File: src/rtl/ber_pkg.sv
// Package: shared route encoding and default mode code for the receive
// BER counter. Assumes the header mode field is at most 8 bits wide.
package ber_pkg;
    typedef enum logic {
        ROUTE_DECODER = 1'b0,
        ROUTE_COUNTER = 1'b1
    } route_e;

    localparam int unsigned ZERO_TEST_CODE = 1;
endpackage

File: src/rtl/ber_mode_tracker.sv
// Mode tracker: takes the partner's next-mode field at each start of block.
// It applies that mode one block later, and raises a clear request when the
// field enters the test code or when link status changes.
// Assumes the header field is only meaningful in cycles with sob_i high.
module ber_mode_tracker #(
    parameter int unsigned MODE_W    = 2,
    parameter int unsigned TEST_CODE = 1
) (
    input  logic              clk,
    input  logic              rst_n,
    input  logic              sob_i,
    input  logic [MODE_W-1:0] next_mode_i,
    input  logic              link_i,
    output ber_pkg::route_e   route_o,
    output logic              clear_o
);
    localparam logic [MODE_W-1:0] TEST = MODE_W'(TEST_CODE);

    logic [MODE_W-1:0] ann_q;
    logic              cur_test_q;
    logic              link_q;
    logic              ann_is_test;
    logic              use_test;
    logic              hdr_clear;
    logic              link_clear;

    // Decode the pending announcement and pick this word's route.
    always_comb begin
        ann_is_test = (ann_q == TEST);
        use_test    = sob_i ? ann_is_test : cur_test_q;
        route_o     = use_test ? ber_pkg::ROUTE_COUNTER : ber_pkg::ROUTE_DECODER;
    end

    // Form the clear request from header entry into test or a link change.
    always_comb begin
        hdr_clear  = sob_i && (next_mode_i == TEST) && !ann_is_test;
        link_clear = (link_i != link_q);
        clear_o    = hdr_clear || link_clear;
    end

    // Register the announcement, the active block mode and the link status.
    always_ff @(posedge clk) begin
        if (!rst_n) begin
            ann_q      <= '0;
            cur_test_q <= 1'b0;
            link_q     <= 1'b0;
        end else begin
            link_q <= link_i;
            if (sob_i) begin
                cur_test_q <= ann_is_test;
                ann_q      <= next_mode_i;
            end
        end
    end


    hdr_ignore_chk: assert property (@(posedge clk) disable iff (!rst_n)
        !sob_i |=> ($stable(ann_q) && $stable(cur_test_q)));


    block_mode_chk: assert property (@(posedge clk) disable iff (!rst_n)
        (sob_i && next_mode_i == TEST) |=> (ann_q == TEST));
endmodule

File: src/rtl/ber_popcount.sv
// Popcount: counts the 1 bits of one data word in a single cycle.
// Purely combinational; assumes OUT_W is wide enough to hold DATA_W.
module ber_popcount #(
    parameter int unsigned DATA_W = 64,
    parameter int unsigned OUT_W  = $clog2(DATA_W + 1)
) (
    input  logic [DATA_W-1:0] word_i,
    output logic [OUT_W-1:0]  ones_o
);
    logic [OUT_W-1:0] partial [DATA_W+1];

    // Build the running sum as a chain of bit additions.
    assign partial[0] = '0;
    for (genvar b = 0; b < DATA_W; b++) begin : g_bit
        assign partial[b+1] = partial[b] + OUT_W'(word_i[b]);
    end

    assign ones_o = partial[DATA_W];
endmodule

File: src/rtl/ber_sat_counter.sv
// Saturating accumulator: adds inc_i when en_i is high and clears on clr_i.
// Clear wins over the add. Stops at the all-ones value instead of wrapping.
// Assumes CNT_W is greater than INC_W.
module ber_sat_counter #(
    parameter int unsigned CNT_W = 32,
    parameter int unsigned INC_W = 7
) (
    input  logic             clk,
    input  logic             rst_n,
    input  logic             clr_i,
    input  logic             en_i,
    input  logic [INC_W-1:0] inc_i,
    output logic [CNT_W-1:0] cnt_o
);
    localparam logic [CNT_W-1:0] MAX = {CNT_W{1'b1}};

    logic [CNT_W-1:0] cnt_q;
    logic [CNT_W:0]   sum;
    logic [CNT_W-1:0] next_val;

    // Wide add, then clamp at the maximum when it carries out.
    always_comb begin
        sum      = {1'b0, cnt_q} + (CNT_W + 1)'(inc_i);
        next_val = sum[CNT_W] ? MAX : sum[CNT_W-1:0];
    end

    // Hold, clear or accumulate the count.
    always_ff @(posedge clk) begin
        if (!rst_n) begin
            cnt_q <= '0;
        end else if (clr_i) begin
            cnt_q <= '0;
        end else if (en_i) begin
            cnt_q <= next_val;
        end
    end

    assign cnt_o = cnt_q;


    no_wrap_chk: assert property (@(posedge clk) disable iff (!rst_n)
        (!clr_i && cnt_q == MAX) |=> (cnt_q == MAX));


    clear_zero_chk: assert property (@(posedge clk) disable iff (!rst_n)
        clr_i |=> (cnt_q == '0));


    monotonic_chk: assert property (@(posedge clk) disable iff (!rst_n)
        !clr_i |=> (cnt_q >= $past(cnt_q)));
endmodule

File: src/rtl/ber_rx_monitor.sv
// Receive BER counter: routes descrambled words to the normal decoder or to
// the error counter, following the partner's header one block ahead. In
// test blocks it counts 1 bits as errors and counts the bits it examined.
// Assumes rx_sob marks the first word of a block and carries the header field.
module ber_rx_monitor #(
    parameter int unsigned DATA_W    = 64,
    parameter int unsigned MODE_W    = 2,
    parameter int unsigned ERR_W     = 32,
    parameter int unsigned BIT_W     = 48,
    parameter int unsigned TEST_CODE = ber_pkg::ZERO_TEST_CODE
) (
    input  logic              clk,
    input  logic              rst_n,
    input  logic [DATA_W-1:0] rx_word,
    input  logic              rx_valid,
    input  logic              rx_sob,
    input  logic [MODE_W-1:0] rx_next_mode,
    input  logic              link_up,
    output logic              route_test,
    output logic [ERR_W-1:0]  err_count,
    output logic [BIT_W-1:0]  bit_count
);
    localparam int unsigned POP_W = $clog2(DATA_W + 1);
    localparam logic [POP_W-1:0] WORD_BITS = POP_W'(DATA_W);

    ber_pkg::route_e  route;
    logic             clear;
    logic             count_en;
    logic [POP_W-1:0] ones;

    ber_mode_tracker #(
        .MODE_W    (MODE_W),
        .TEST_CODE (TEST_CODE)
    ) i_tracker (
        .clk         (clk),
        .rst_n       (rst_n),
        .sob_i       (rx_sob),
        .next_mode_i (rx_next_mode),
        .link_i      (link_up),
        .route_o     (route),
        .clear_o     (clear)
    );

    ber_popcount #(
        .DATA_W (DATA_W),
        .OUT_W  (POP_W)
    ) i_pop (
        .word_i (rx_word),
        .ones_o (ones)
    );

    // Count only valid words that are routed to the error counter.
    always_comb begin
        route_test = (route == ber_pkg::ROUTE_COUNTER);
        count_en   = rx_valid && route_test;
    end

    ber_sat_counter #(
        .CNT_W (ERR_W),
        .INC_W (POP_W)
    ) i_err_cnt (
        .clk   (clk),
        .rst_n (rst_n),
        .clr_i (clear),
        .en_i  (count_en),
        .inc_i (ones),
        .cnt_o (err_count)
    );

    ber_sat_counter #(
        .CNT_W (BIT_W),
        .INC_W (POP_W)
    ) i_bit_cnt (
        .clk   (clk),
        .rst_n (rst_n),
        .clr_i (clear),
        .en_i  (count_en),
        .inc_i (WORD_BITS),
        .cnt_o (bit_count)
    );


    err_idle_chk: assert property (@(posedge clk) disable iff (!rst_n)
        (!count_en && !clear) |=> $stable(err_count));


    bit_idle_chk: assert property (@(posedge clk) disable iff (!rst_n)
        (!count_en && !clear) |=> $stable(bit_count));


    link_clear_chk: assert property (@(posedge clk) disable iff (!rst_n)
        (link_up != $past(link_up)) |=> (err_count == '0 && bit_count == '0));
endmodule

File: config.mk
export PLATFORM = sky130hd
export DESIGN_NAME = ber_rx_monitor
export DESIGN_NICKNAME = d
export VERILOG_FILES = /design/src/rtl/ber_pkg.sv /design/src/rtl/ber_mode_tracker.sv /design/src/rtl/ber_popcount.sv /design/src/rtl/ber_sat_counter.sv /design/src/rtl/ber_rx_monitor.sv
export SDC_FILE = /design/constraint.sdc
export NUM_CORES = 1
export LEC_CHECK = 0
export BUFFER_PORTS_ARGS = -buffer_cell sky130_fd_sc_hd__buf_4
export CAP_MARGIN = 5
export CORE_ASPECT_RATIO = 1.4
export CORE_MARGIN = 3
export CORE_UTILIZATION = 35
export DETAILED_ROUTE_END_ITERATION = 8
export MAX_ROUTING_LAYER = met4
export PLACE_DENSITY_LB_ADDON = 0.25
export REMOVE_ABC_BUFFERS = 1
export SYNTH_ARGS = -nofsm -noshare
export SYNTH_HDL_FRONTEND = slang
export SYNTH_HIERARCHICAL = 1
export SYNTH_SLANG_ARGS = --single-unit
File: constraint.sdc
create_clock -name clk -period 10.5 [get_ports clk]
set_input_delay 1.05 -clock clk [delete_from_list [all_inputs] [get_ports clk]]
set_output_delay 1.05 -clock clk [all_outputs]
set_load 0.03 [all_outputs]
* Word level (Yosys, flattened, before mapping)
Index checks and enable logic that the tools add are counted. W data, S select, Z words.
Word-level totals: register bits 84, input bits 71, word-level logic and storage cells 84, output and inout bits 81
Operators by class: $add $sub $neg 65, eq/ne operators 3, bitwise logic cells 1, multiplexer cells 4, reduce and logical (&&, ||, !) cells 6
Operator list (count):
- $add A7 B1 Y7 | 62
- $add A48 B7 Y49 const B | 1
- $mux W48 | 1
- $add A32 B7 Y33 | 1
- $mux W32 | 1
- $eq A2 B1 Y1 const B | 2
- $logic_and A1 B1 Y1 | 3
- $add A1 B1 Y2 | 1
- $mux W1 | 2
- $reduce_or A2 Y1 | 1
- $logic_not A1 Y1 | 1
- $logic_or A1 B1 Y1 | 1
- $ne A1 B1 Y1 | 1
- $not A1 Y1 | 1

* Logic depth before layout (Yosys ltp)
Gate-level depths: netlist (run 1).
depth in word-level cells 65, gate-level depth with buffers 27, gate-level depth less buffers 26

* Hierarchy
Netlist (run 1), hierarchy kept.
Modules (own cells, without submodules):
- ber_sat_counter (i_bit_cnt) | instances 1, cells an instance 309, area each 2670.1 um^2, seq. area each 960.9 um^2
- ber_sat_counter (i_err_cnt) | instances 1, cells an instance 202, area each 1811.7 um^2, seq. area each 640.6 um^2
- ber_popcount | instances 1, cells an instance 184, area each 1761.7 um^2, seq. area each 0.0 um^2
- ber_mode_tracker | instances 1, cells an instance 18, area each 171.4 um^2, seq. area each 80.1 um^2
- ber_rx_monitor | instances 1, cells an instance 3, area each 13.8 um^2, seq. area each 0.0 um^2

* Least setup slack after synthesis (run 1)
OpenSTA, ideal clock, no wires.
kind input to register, from input rx_word[37], to register i_err_cnt.cnt_q[2], in the netlist i_err_cnt/cnt_o[2], arrival 7746 ps, slack 2636 ps, required time 10381 ps, path buffers 1, stages 25, library setup time 119 ps, path through inv_1 -> fa_1 -> inv_1 -> fa_1 -> fa_1 -> inv_1 -> fa_1 -> inv_1 -> fa_1 -> fa_1 -> fa_1 -> inv_1 -> fa_1 -> inv_1 -> ha_1 -> nor2b_1 -> o31a_1 -> a311o_1 -> ha_1 -> a21oi_1 -> o21ai_1 -> a21oi_1 -> and3b_1 -> buf_4 -> o221a_2
Between the ends: cells in the longest elaborated chain, start to end 29
RTL lines:
- from (decl) | line ber_rx_monitor.sv:14 | input logic [DATA_W-1:0] rx_word,
- $add A7 B1 Y7 (27 in a row) | line ber_popcount.sv:15 | assign partial[b+1] = partial[b] + OUT_W'(word_i[b]);
- via ones[5] | line ber_rx_monitor.sv:29 | logic [POP_W-1:0] ones;
- $add A32 B7 Y33 | line ber_sat_counter.sv:23 | sum = {1'b0, cnt_q} + (CNT_W + 1)'(inc_i);
- $mux W32 | line ber_sat_counter.sv:24 | next_val = sum[CNT_W] ? MAX : sum[CNT_W-1:0];
- to (signal assigned) | line ber_sat_counter.sv:34 | cnt_q <= next_val;
- to (decl) | line ber_sat_counter.sv:17 | logic [CNT_W-1:0] cnt_q;
The timed path passes the listed nets, and every way through them passes these cells. A chain may end at the register's enable or synchronous reset.

* Worst setup path in the final report (run 1)
from input rx_word[37], to register i_err_cnt.cnt_q[29], in the netlist i_err_cnt/cnt_o[29]
The elaborated chain is that of the path after synthesis.

==> impl_results.rst, run 1 <==
.. list-table::
   :header-rows: 1

   * - Metric
     - Value
   * - Status
     - finished clean
   * - Ys Warns
     - 6
   * - Fillers
     - 1833
   * - Final Routed Wirelength
     - roughly 16000 um
   * - Number of synthesized register bits
     - between 80 and 90
   * - Clock Skews
     - 11.2 ps
   * - Beginning of the worst register-to-register path
     - i_tracker/ann_q[1]$_SDFFE_PN0P_
   * - Hold buffer count at CTS
     - 0
   * - Count of final max-slew check failures
     - 0
   * - Clock tree from TritonCTS
     - built
   * - Remaining antenna violation count
     - 0
   * - Number of antenna violations at the first check in global routing
     - 0
   * - Count of max-cap constraint violations
     - 0
   * - Transition time at the pin with the least slew margin
     - slightly below 1000 ps
   * - Endpoints failing setup
     - 0
   * - Global-route wire length before repair
     - around 27000 um
   * - Overall die width
     - 121 um
   * - Total routing resource utilization after global routing
     - 16.9%
   * - Sequential area share after synthesis
     - 26.2%
   * - Inserted Diodes
     - 0
   * - Post-synth top cells
     - 104 x inv_1, 84 x dfxtp_1, 56 x fa_1
   * - Count of endpoints failing hold in the final timing report
     - 0
   * - Worst skew pair latency
     - roughly 340 ps
   * - Clock-pin slew on the worst setup and hold paths
     - approximately 70 ps
   * - Clock Tree Buf Depth
     - 2
   * - Violation count after the first detailed-routing iteration
     - 253
   * - Class of the tightest hold or removal check
     - reg2reg
   * - Buffer cell driving the clock tree root
     - clkbuf_16
   * - Cell accounting for the most synthesized area
     - dfxtp_1
   * - Per-cell via count in the routed design
     - 5.05
   * - GRT Residual Overflow
     - 0
   * - Critical path arrival
     - about 8400 ps
   * - Achievable clock frequency
     - roughly 120 MHz
   * - Crit share post-route
     - 77.7%
   * - Worst setup EP type
     - flip-flop
   * - Total number of nets in the final design
     - 1024
   * - Number of distinct library cell variants in the gate-level netlist after synthesis
     - 60
   * - Pin count of the biggest net entering global routing
     - 37
   * - Sinks on the clock net
     - 84
   * - Hold_sp
     - i_tracker/cur_test_q$_SDFF_PN0_
   * - IO Port Bufs
     - 151
   * - Via count of the first global-routing pass
     - 5701
   * - Most common flop cell mapped by yosys
     - dfxtp_1
   * - Start point of the critical path
     - rx_word[37]
   * - Cells resized by post-CTS repair
     - 0
   * - Count of mapped cells out of synthesis
     - ~700
   * - Placer Congestion
     - 0.831
   * - Number of enable-type register cells in the synthesized netlist
     - 0
   * - Area growth from synthesis to layout
     - 26.7%
   * - Dominant cells by area after synthesis
     - dfxtp_1 26%, fa_1 17%, inv_1 6.1%, ha_1 5.8%, xnor2_1 4.9%
   * - Met2 layer wire length in the routed design
     - roughly 8700 um
   * - Die Height
     - 166 um
   * - Capture instance of the worst register-to-register path
     - i_bit_cnt/cnt_o[45]$_SDFFE_PP0P_
   * - Routed length on met3
     - approximately 620 um
   * - Number of H-tree branching levels
     - 3
   * - Core area
     - ~18000 um2
   * - Hold path depth
     - 2
   * - Setup crit start kind
     - input port
   * - Async S/R FF share, synth
     - 0%
   * - First-pass DRT Iterations
     - 5
   * - Sum of net half-perimeters after detailed placement
     - roughly 13000 um
   * - Area of the mapped netlist
     - roughly 6400 um2
   * - Required time at the worst-slack endpoint
     - 10750 ps
   * - Setup repair after global routing missed its margin
     - no
   * - Post-detailed-route wirelength per cell
     - between 10 and 15 um
   * - Starting utilization of the core area
     - 35.7%
   * - Worst slew margin
     - a little over a third
   * - Post-CTS Repair Setup Buffers
     - 0
   * - Proportion of layout cells with a drive suffix above 1
     - roughly 24%
   * - Most numerous cell in the Yosys netlist
     - inv_1
   * - Highest layer used for signal routing
     - met4
   * - Worst hold endpoint
     - i_tracker/cur_test_q$_SDFF_PN0_
   * - Internal reg-to-reg setup slack
     - ~7500 ps
   * - R2r worst-path depth
     - 10
   * - Worst setup path category
     - in2reg
   * - Area share of the largest cell type after synthesis
     - a little over a quarter
   * - Vias after detailed routing
     - between 5000 and 6000
   * - Fin crit period
     - just over 8000 ps
   * - Crit Path Max Fanout
     - 20
   * - DRC violations left
     - 0
   * - DIE AREA
     - between 20000 and 25000 um2
   * - Setup TNS
     - 0 ps
   * - Number of clock buffers inserted by TritonCTS
     - 9
   * - Mean area per synthesized cell
     - about 9 um2
   * - Number of primary I/O pins
     - around 150
   * - Met1 WL
     - around 6400 um
   * - Number of cell rows
     - between 50 and 60
-- state kept, by name (all words and copies together), names as in the netlist --
register	flops
i_bit_cnt/cnt_o	48
i_err_cnt/cnt_o	32
i_tracker/ann_q	2
i_tracker/cur_test_q	1
i_tracker/link_q	1
-- logic make-up (layout without fill, tap and decap cells) --
logic type | Yosys count | count (layout) | synth area share [%]
and+or+nand+nor | 214 | 214 | 19.3
AOI/OAI and AO/OA | 147 | 147 | 15.2
buffers and inverters | 123 | 272 | 7.67
adders and majority gates | 86 | 86 | 23.3
DFF | 84 | 84 | 26.2
xor gates and xnor gates | 59 | 59 | 8.04
other | 2 | 8 | 0.117
muxes | 1 | 1 | 0.156
-- worst max path at each step --
| stage | to | slack, ps | depth (start not counted) |
|---|---|---|---|
| 3_3_place_gp | i_err_cnt/cnt_o[17]$_SDFFE_PP0P_ | 2110 | 25 |
| 5_1_grt | i_err_cnt/cnt_o[30]$_SDFFE_PP0P_ | 1900 | 25 |
| 6_report | i_err_cnt/cnt_o[29]$_SDFFE_PP0P_ | 2340 | 25 |
| 2_1_floorplan | i_err_cnt/cnt_o[14]$_SDFFE_PP0P_ | 2630 | 25 |
| 4_1_cts | i_err_cnt/cnt_o[29]$_SDFFE_PP0P_ | 2320 | 25 |
| 3_5_place_dp | i_err_cnt/cnt_o[29]$_SDFFE_PP0P_ | 1960 | 25 |
-- routing by layer --
layer	GRT usage (%)	vias up
met4	5.13	0
li1	-	2762
met3	2.28	16
met1	19.2	2692
met2	30.7	136
met5	-	-
-- per-stage QoR --
stage	util, %	instance area [um2]	instances	worst slack, ps	hold WS (ps)
finish	45.3	8150	1111	2340	485
global route	45.3	8150	1111	1900	505
CTS	45.3	8150	1111	2320	488
detailed placement	43.3	7800	1096	1960	478
global placement	43.3	7800	1096	2110	472
floorplan	-	6350	703	2630	456
-- worst max-delay path: stages --
cell and delay (ps):
buf_4 80, inv_1 40, fa_1 520, inv_1 50, fa_1 420, fa_1 540, inv_1 60, fa_1 530
inv_1 50, fa_1 520, fa_1 450, fa_1 540, inv_1 50, fa_1 590, inv_1 60, ha_1 270
nor2b_1 140, o31a_1 270, a311o_1 370, ha_1 350, o211ai_1 120, o211ai_1 270, and2_1 220, nand3_1 560
o21ai_1 270
-- final cells by class --
cell class,count,area (um2),area share [%]
clock buffer,10,239,2.93
clock inverter,5,108,1.32
inverter,104,390,4.79
multi-input combinational,515,4280,52.5
sequential,84,1680,20.6
tap,240,300,3.69
timing repair buffer,153,1150,14.1
-- cell usage in the layout, fill, tap and decap left out, drive strengths merged, types with 7 or more instances in the layout --
master and count:
o21ai 70, nand2 35, clkbuf 10, nor3 24, xnor2 36, nand4 26, inv 105, and3 12
a31oi 15, a21oi 24, xor2 23, o211ai 7, nor4 14, dfxtp 84, and2 7, ha 30
conb 8, nand3 25, nor2 38, fa 56, buf 153
Power of run 1 is not shown: default switching activity piles up to over one toggle a cycle in this logic, so the estimate is an artifact.
==> run 2: changes to the inputs <==
==> constraint.sdc (replaced) <==
create_clock -name clk -period 6.85 [get_ports clk]
set_input_delay 0.685 -clock clk [delete_from_list [all_inputs] [get_ports clk]]
set_output_delay 0.685 -clock clk [all_outputs]
set_load 0.03 [all_outputs]
==> run 2 against run 1 <==
Effect of this change: the flow now finishes with violations (setup timing); global-route usage up 0.27 points; register-to-register slack worse by 3700 ps; critical endpoint is now i_err_cnt/cnt_o[30]$_SDFFE_PP0P_; final area increased by 6.0%; non-clock buffer count is 37 higher; critical path type unchanged; first-iteration DRC count up 47%; count of clock-buffer cells in the layout did not move; routed wire length up 2.4%; sequential cell count is the same; largest cell class unchanged; sequential share of layout area shrank 1.2 points.
==> impl_results.rst, run 2 (synthesized netlist as in run 1, its figures left out) <==
.. list-table::
   :header-rows: 1

   * - Metric
     - Value
   * - Start point of the critical path
     - rx_word[37]
   * - Endpoints failing setup
     - 32
   * - Count of buffer and inverter cells on the critical path
     - 5
   * - Class of the tightest hold or removal check
     - reg2reg
   * - Gate family responsible for the most delay along the worst path
     - adder cells
   * - Pin count of the biggest net entering global routing
     - 37
   * - Placer Congestion
     - about 0.83
   * - Via count of the first global-routing pass
     - slightly below 6000
   * - Hold buffer count at CTS
     - 0
   * - Buffer cell driving the clock tree root
     - clkbuf_16
   * - Crit path to
     - i_err_cnt/cnt_o[30]$_SDFFE_PP0P_
   * - Vias after detailed routing
     - approximately 5700
   * - Footprint of the multi-input gates
     - around 4500 um2
   * - GR Util met3
     - approximately 2.2%
   * - Number of H-tree branching levels
     - 3
   * - Commonest non-fill, non-tap cells in the layout
     - 182 x buf_4, 96 x inv_1, 84 x dfxtp_1, 46 x fa_1
   * - Clock-pin slew on the worst setup and hold paths
     - around 70 ps
   * - Post-detailed-route wirelength per cell
     - 14.3 um
   * - Number of logic stages on the critical path including buffering
     - 26
   * - Internal reg-to-reg setup slack
     - around 3800 ps
   * - R2r worst-path depth
     - 10
   * - Capture instance of the worst register-to-register path
     - i_bit_cnt/cnt_o[45]$_SDFFE_PP0P_
   * - Highest-utilization routing layer at the global route stage
     - met2
   * - Count of max-cap constraint violations
     - 0
   * - Cell with the biggest individual delay on the critical path
     - fa_2
   * - Total number of nets in the final design
     - approximately 1100
   * - Fillers
     - about 1800
   * - Clock Skews
     - between 8 and 9 ps
   * - Final Routed Wirelength
     - between 15000 and 20000 um
   * - Proportion of layout cells with a drive suffix above 1
     - about a third
   * - Transition time at the pin with the least slew margin
     - about 990 ps
   * - Crit share post-route
     - 105%
   * - Beginning of the worst register-to-register path
     - i_tracker/ann_q[1]$_SDFFE_PN0P_
   * - Achievable clock frequency
     - around 140 MHz
   * - Sinks on the clock net
     - 84
   * - Met2 Track Usage GR
     - a little under a third
   * - Count of final max-slew check failures
     - 0
   * - Status
     - finished, violations left
   * - Critical path arrival
     - 7390 ps
   * - Met1 usage in global routing
     - 20.1%
   * - Hold path depth
     - 2
   * - Worst setup EP type
     - flip-flop
   * - Number of cell rows
     - 58
   * - Per-cell via count in the routed design
     - between 4 and 5
   * - Core area
     - roughly 18000 um2
   * - Remaining antenna violation count
     - 0
   * - Number of primary I/O pins
     - roughly 150
   * - Violated checks
     - setup timing
   * - Worst setup path category
     - in2reg
   * - Fin crit period
     - about 7000 ps
   * - Setup TNS
     - -8390 ps
   * - Setup slack of the critical path after layout
     - -327 ps
   * - Total routing resource utilization after global routing
     - between 10% and 20%
   * - Area growth from synthesis to layout
     - 34.3%
   * - Setup repair after global routing missed its margin
     - yes
   * - DIE AREA
     - 20100 um2
   * - Number of antenna violations at the first check in global routing
     - 0
   * - Overall die width
     - roughly 120 um
   * - GRT Residual Overflow
     - 0
   * - Worst skew pair latency
     - 340 ps
   * - Inserted Diodes
     - 0
   * - Flip-flop count of the largest register after layout
     - 48
   * - Register area
     - 1680 um2
   * - Setup crit start kind
     - input port
   * - Starting utilization of the core area
     - about 36%
   * - Count of endpoints failing hold in the final timing report
     - 0
   * - Violation count after the first detailed-routing iteration
     - 372
   * - Sum of net half-perimeters after detailed placement
     - about 13000 um
   * - Crit Path Max Fanout
     - 3
   * - Worst slew margin
     - between 30% and 40%
   * - Leading cell type in the layout, fill and taps excluded
     - buf_4
   * - Number of clock buffers inserted by TritonCTS
     - 9
   * - Required time at the worst-slack endpoint
     - between 7000 and 8000 ps
   * - DRC violations left
     - 0
   * - Clock Tree Buf Depth
     - 2
   * - IO Port Bufs
     - between 150 and 200
   * - Clock tree from TritonCTS
     - built
   * - Die Height
     - 166 um
   * - Global-route wire length before repair
     - roughly 28000 um
   * - Core utilization of the finished layout
     - a little under half
   * - First-pass DRT Iterations
     - 4
   * - Delay of the slowest cell on the worst path
     - a little under 600 ps
-- run 2: area by class of cell --
cell class | instances | share of cell area, %
multi-input cells | 515 | 52.1
flip-flops and latches | 84 | 19.5
repair buffers | 190 | 16.9
inverters | 104 | 4.52
well taps | 240 | 3.48
clock buffers | 10 | 2.77
clock inverters | 6 | 0.826
-- run 2: timing repair --
item | 4_1_cts | 5_1_grt
buffers inserted | 4 | 2
cloned | 1 | 0
resized for setup | 55 | 17
setup endpoints to repair | 32 | 32
pin swaps | 27 | 20
-- run 2: worst reg2reg max path: cells and delay by family, from the launching register on --
family	cells	cell delay (ps)
and+or+nand+nor	7	2050
buffers and inverters	1	300
AOI/OAI and AO/OA	1	80
xor gates and xnor gates	1	160
DFF	1	320
-- run 2: worst min-delay path by stage --
stage | from | end | slack (ps)
global placement | i_tracker/cur_test_q$_SDFF_PN0_ | i_tracker/cur_test_q$_SDFF_PN0_ | 470
CTS | i_tracker/ann_q[0]$_SDFFE_PN0P_ | i_tracker/ann_q[0]$_SDFFE_PN0P_ | 490
finish | i_tracker/cur_test_q$_SDFF_PN0_ | i_tracker/cur_test_q$_SDFF_PN0_ | 490
floorplan | i_tracker/ann_q[0]$_SDFFE_PN0P_ | i_tracker/ann_q[0]$_SDFFE_PN0P_ | 460
detailed placement | i_tracker/ann_q[0]$_SDFFE_PN0P_ | i_tracker/ann_q[0]$_SDFFE_PN0P_ | 480
global route | i_tracker/cur_test_q$_SDFF_PN0_ | i_tracker/cur_test_q$_SDFF_PN0_ | 520
-- run 2: through the flow --
stage          instances  worst slack, ps  instance area, um2  hold slack [ps]
6_report            1149             -327                8630              487
5_1_grt             1149             -574                8630              519
4_1_cts             1147             -281                8550              487
3_5_place_dp        1126             -964                8030              475
3_3_place_gp        1126             -879                8030              467
2_1_floorplan        703             -650                6350              456
-- run 2: routing by layer --
| metal | part of all wire, % | wire length [um] |
|---|---|---|
| met5 | 0 | 0 |
| met4 | 0.51 | 83 |
| met3 | 3.7 | 616 |
| met2 | 54 | 8880 |
| met1 | 42 | 6850 |
Power of run 2 is left out for the same reason.
